--- config.mk ---
export PLATFORM = sky130hd
export DESIGN_NAME = irq_aggregator
export DESIGN_NICKNAME = d
export VERILOG_FILES = /design/src/rtl/irq_aggregator.sv
export SDC_FILE = /design/constraint.sdc
export NUM_CORES = 1
export LEC_CHECK = 0
export BUFFER_PORTS_ARGS = -buffer_cell sky130_fd_sc_hd__buf_2
export CORE_MARGIN = 2
export CORE_UTILIZATION = 51
export CTS_CLUSTER_SIZE = 10
export DETAILED_ROUTE_END_ITERATION = 12
export HOLD_SLACK_MARGIN = 0.1
export PLACE_DENSITY = 0.72
export SYNTH_ARGS = -nofsm -noshare
export SYNTH_HDL_FRONTEND = slang
export SYNTH_SLANG_ARGS = --single-unit
--- constraint.sdc ---
create_clock -name clk -period 1.7 [get_ports clk]
set_input_delay 0.255 -clock clk [delete_from_list [all_inputs] [get_ports clk]]
set_output_delay 0.255 -clock clk [all_outputs]
set_load 0.01 [all_outputs]
--- src/rtl/irq_aggregator.sv ---
module irq_aggregator #(
  parameter int          NL        = 32,
  parameter logic [31:0] VALID     = 32'h800F_FFFF,
  parameter logic [31:0] POL_INIT  = 32'h8000_0000,
  parameter logic [31:0] RST_KEY   = 32'h0000_DEAD
) (
  input  logic          clk,
  input  logic          rst_n,
  input  logic [NL-1:0] irq_in,
  input  logic          wr_en,
  input  logic [2:0]    addr,
  input  logic [NL-1:0] wdata,
  output logic [NL-1:0] rdata,
  output logic          cpu_irq,
  output logic          rst_req
);
  localparam logic [2:0] A_EN = 3'd0, A_MODE = 3'd1, A_POL = 3'd2,
                         A_CLR = 3'd3, A_SUM = 3'd4, A_KEY = 3'd5;
  localparam logic [NL-1:0] VMASK = VALID[NL-1:0];

  logic [NL-1:0] en_q, mode_q, pol_q, clr_q;
  logic [NL-1:0] s1, s2, act_q, lat_q;
  logic [NL-1:0] act, pend, summary;

  assign act     = ~(s2 ^ pol_q);
  assign pend    = (mode_q & lat_q) | (~mode_q & act);
  assign summary = pend & VMASK;

  always_ff @(posedge clk or negedge rst_n) begin
    if (!rst_n) begin
      en_q   <= '0;
      mode_q <= '0;
      pol_q  <= POL_INIT[NL-1:0];
      clr_q  <= '0;
    end else if (wr_en) begin
      case (addr)
        A_EN:    en_q   <= wdata;
        A_MODE:  mode_q <= wdata;
        A_POL:   pol_q  <= wdata;
        A_CLR:   clr_q  <= wdata;
        default: ;
      endcase
    end
  end

  always_ff @(posedge clk or negedge rst_n) begin
    if (!rst_n) begin
      s1      <= '0;
      s2      <= '0;
      act_q   <= '0;
      lat_q   <= '0;
      cpu_irq <= 1'b0;
      rst_req <= 1'b0;
    end else begin
      s1      <= irq_in;
      s2      <= s1;
      act_q   <= act;
      lat_q   <= (lat_q | (mode_q & act & ~act_q)) & ~clr_q;
      cpu_irq <= |(summary & en_q);
      rst_req <= wr_en && (addr == A_KEY) && (wdata == RST_KEY[NL-1:0]);
    end
  end

  always_comb begin
    case (addr)
      A_EN:    rdata = en_q;
      A_MODE:  rdata = mode_q;
      A_POL:   rdata = pol_q;
      A_CLR:   rdata = clr_q;
      A_SUM:   rdata = summary;
      default: rdata = '0;
    endcase
  end


  edge_hold_chk: assert property (@(posedge clk) disable iff (!rst_n)
    ((($past(lat_q) & ~$past(clr_q)) & ~lat_q) == '0));


  clear_drop_chk: assert property (@(posedge clk) disable iff (!rst_n)
    (($past(clr_q) & lat_q) == '0));


  masked_quiet_chk: assert property (@(posedge clk) disable iff (!rst_n)
    (($past(en_q) & VMASK) == '0) |-> !cpu_irq);


  key_pulse_chk: assert property (@(posedge clk) disable iff (!rst_n)
    rst_req |-> ($past(wr_en) && $past(addr) == A_KEY));


  key_single_chk: assert property (@(posedge clk) disable iff (!rst_n)
    (rst_req && !wr_en) |=> !rst_req);
endmodule

==> run metrics <==
fin crit share 1.24; Net Count, Synth 733; LEAKAGE 5.58 nW; largest net degree at the start of global routing 57; clock latency on the worst-skew pair 0.51 ns; gp weighted congestion 0.833; Max-Cap Viols 0; clk slew on worst S/H paths 0.05 ns; count of final max-slew check failures 0; post-synthesis async set-or-reset flop share 1.00; fraction of final layout cells sized beyond drive strength 1 0.457; Synth area leaders dfrtp_1 (61%), mux2_2 (15%), a22oi_1 (6.1%); Die Y 135 um; commonest non-fill, non-tap cell in the layout dfrtp_1; top-area cell type share of the netlist area 0.609; post-synthesis cell type count 33; synthesized cell area 0.00875 sq mm; final net count 1,012; Initial Util 0.524; Die ar. 0.0182 sq mm; drt first pass iters 5; VDD IR-drop max 940 uV; critical path launch point type flop; Post-synth top flop dfrtp_1; Crit Path Max Fanout 3; Data required, critical path 1.44 ns; DRC 0; unrepaired setup endpoints after global routing true; worst min-delay path class input pin to flop; placed cell areas 0.0101 sq mm; Cells after Synth 663; YS warnings 0; Seq/Total Area, Yosys 0.612; failing checks negative setup slack; Pwr Density 1260 mW/mm^2; IO buf count 92; Via-to-Cell Ratio 5.77; Max Buffers Root-to-Sink 3; placed insts 1,024; most frequent cells in the layout dfrtp_1 (213), buf_4 (118), mux2_2 (116); routed vias 6,779; global-route wire length before repair 37,700 um; fin area 0.0122 sq mm; DP Wirelength 14,900 um; Total Routing Usage GR 0.267; Synth Register Bits 214; Finish-stage setup viols 22; Core ar. 0.0167 sq mm; io pins 104; Fin. Hold Viols 0; CTS tree done; total gr overflow 0; CTS Buf Count 25; worst-margin pin slew 0.476 ns; Ant. Diodes 0; Avg Cell Area, Syn 13.2 sq um; Clock Sinks 214; Root Driver clkbuf_16; Final WS setup -0.409 ns; crit path time final 2.11 ns; P&R area growth vs syn 39.3%; worst hold slack 0.118 ns; drt wl/cell 20.8 um; Critical Path End Type output pin; vias in the first global route 7,152; H-Tree Depth 1; ANT nets after route 0; kind of critical path flop to output pin; EDFF count, synth 0; CP arrival 1.85 ns; post-route insts no fill 1,174; DRT Wirelength 24,400 um; Relative slew margins 0.683; initial antenna violation count 0; drt initial violations 512; worst clock skew 0.00572 ns; Setup WS pre-CTS -0.115 ns; Site Rows 47; status finished, violations left; fillcell total 1,098; Peak Freq 0.474 GHz; Die X 135 um; Yosys top cell by area dfrtp_1
[layer usage]
| metal | GRT usage | part of all wire | vias up |
|---|---|---|---|
| met1 | 0.354 | 0.40 | 3472 |
| li1 | - | - | 2979 |
| met3 | 0.0447 | 0.064 | 57 |
| met4 | 0.0735 | 0.030 | 0 |
| met2 | 0.458 | 0.50 | 271 |
| met5 | 0 | 0 | - |
[cell usage after synthesis (all sizes together) (7+ instances only)]
library cell  instances
nor4                  7
a22oi                71
xnor2                18
nand3                23
nor2                 24
dfrtp               213
a31oi                21
nand2                16
a21oi                20
nor2b                16
o211ai               21
clkbuf               15
mux2                126
buf                  15
inv                  26
[cell families (layout without fill, tap and decap cells)]
logic type / after synthesis / in the layout / share of synthesized area
flops: 214 / 214 / 0.612
buf+inv: 56 / 347 / 0.0262
compound gates: 137 / 137 / 0.109
simple gates: 107 / 107 / 0.0669
mux: 128 / 128 / 0.164
xor+xnor: 21 / 21 / 0.0210
[where the power goes]
group	internal, mW	leakage [nW]	switching, mW
combinational	2.24	2.67	1.72
sequential	6.10	2.57	0.725
clock	2.69	0.331	1.91
[repair_timing]
action	in CTS	in global routing
endpoints found under the hold margin	196	0
setup endpoints to repair	33	31
pin swaps	26	32
gates resized for setup	60	23
cloned	0	2
buffers inserted	37	18
hold buffers	54	0
[per-stage QoR]
step | power (mW) | utilization | TNS (ns)
finish | 15.4 | 0.730 | -5.64
global route | 16.1 | 0.730 | -7.03
CTS | 15.1 | 0.712 | -5.40
detailed placement | 9.71 | 0.605 | -3.59
global placement | 9.49 | 0.605 | -0.634
floorplan | 8.30 | - | 0
[sequential cells by signal, summed over array words and instances, names as in the netlist]
| name | flops |
|---|---|
| pol_q | 32 |
| lat_q | 21 |
| act_q | 21 |
| s2 | 21 |
| en_q | 32 |
| clr_q | 32 |
| cpu_irq | 1 |
| rst_req | 1 |
| s1 | 21 |
| mode_q | 32 |
[cell type report]
class / count / area (sq um) / share of cell area
tap: 220 / 275 / 0.0226
inverter: 26 / 97.6 / 0.00801
clock buffer: 37 / 671 / 0.0550
timing repair buffer: 282 / 2210 / 0.182
sequential: 214 / 5360 / 0.439
multi-input combinational: 393 / 3560 / 0.292
clock inverter: 2 / 13.8 / 0.00113
[worst max-delay path, stage by stage, from the launching register on]
cell	delay, ns
dfrtp_1	0.43
xnor2_2	0.21
nor2b_4	0.20
a21oi_2	0.05
o211ai_1	0.25
buf_2	0.19
[path summary, 6_finish.rpt]
path | endpoint | cells after the start | startpoint | slack, ns
max | rdata[18] | 5 | pol_q[18] | -0.41
min | mode_q[14] | 2 | wdata[14] | 0.12
max reg2reg | cpu_irq | 6 | pol_q[15] | -0.12
min reg2reg | s2[7] | 0 | s1[7] | 0.35
max in group asynchronous | pol_q[22] | 3 | rst_n | 0.75
min in group asynchronous | s2[4] | 2 | rst_n | 0.27
(Power assumes the default switching activity.)
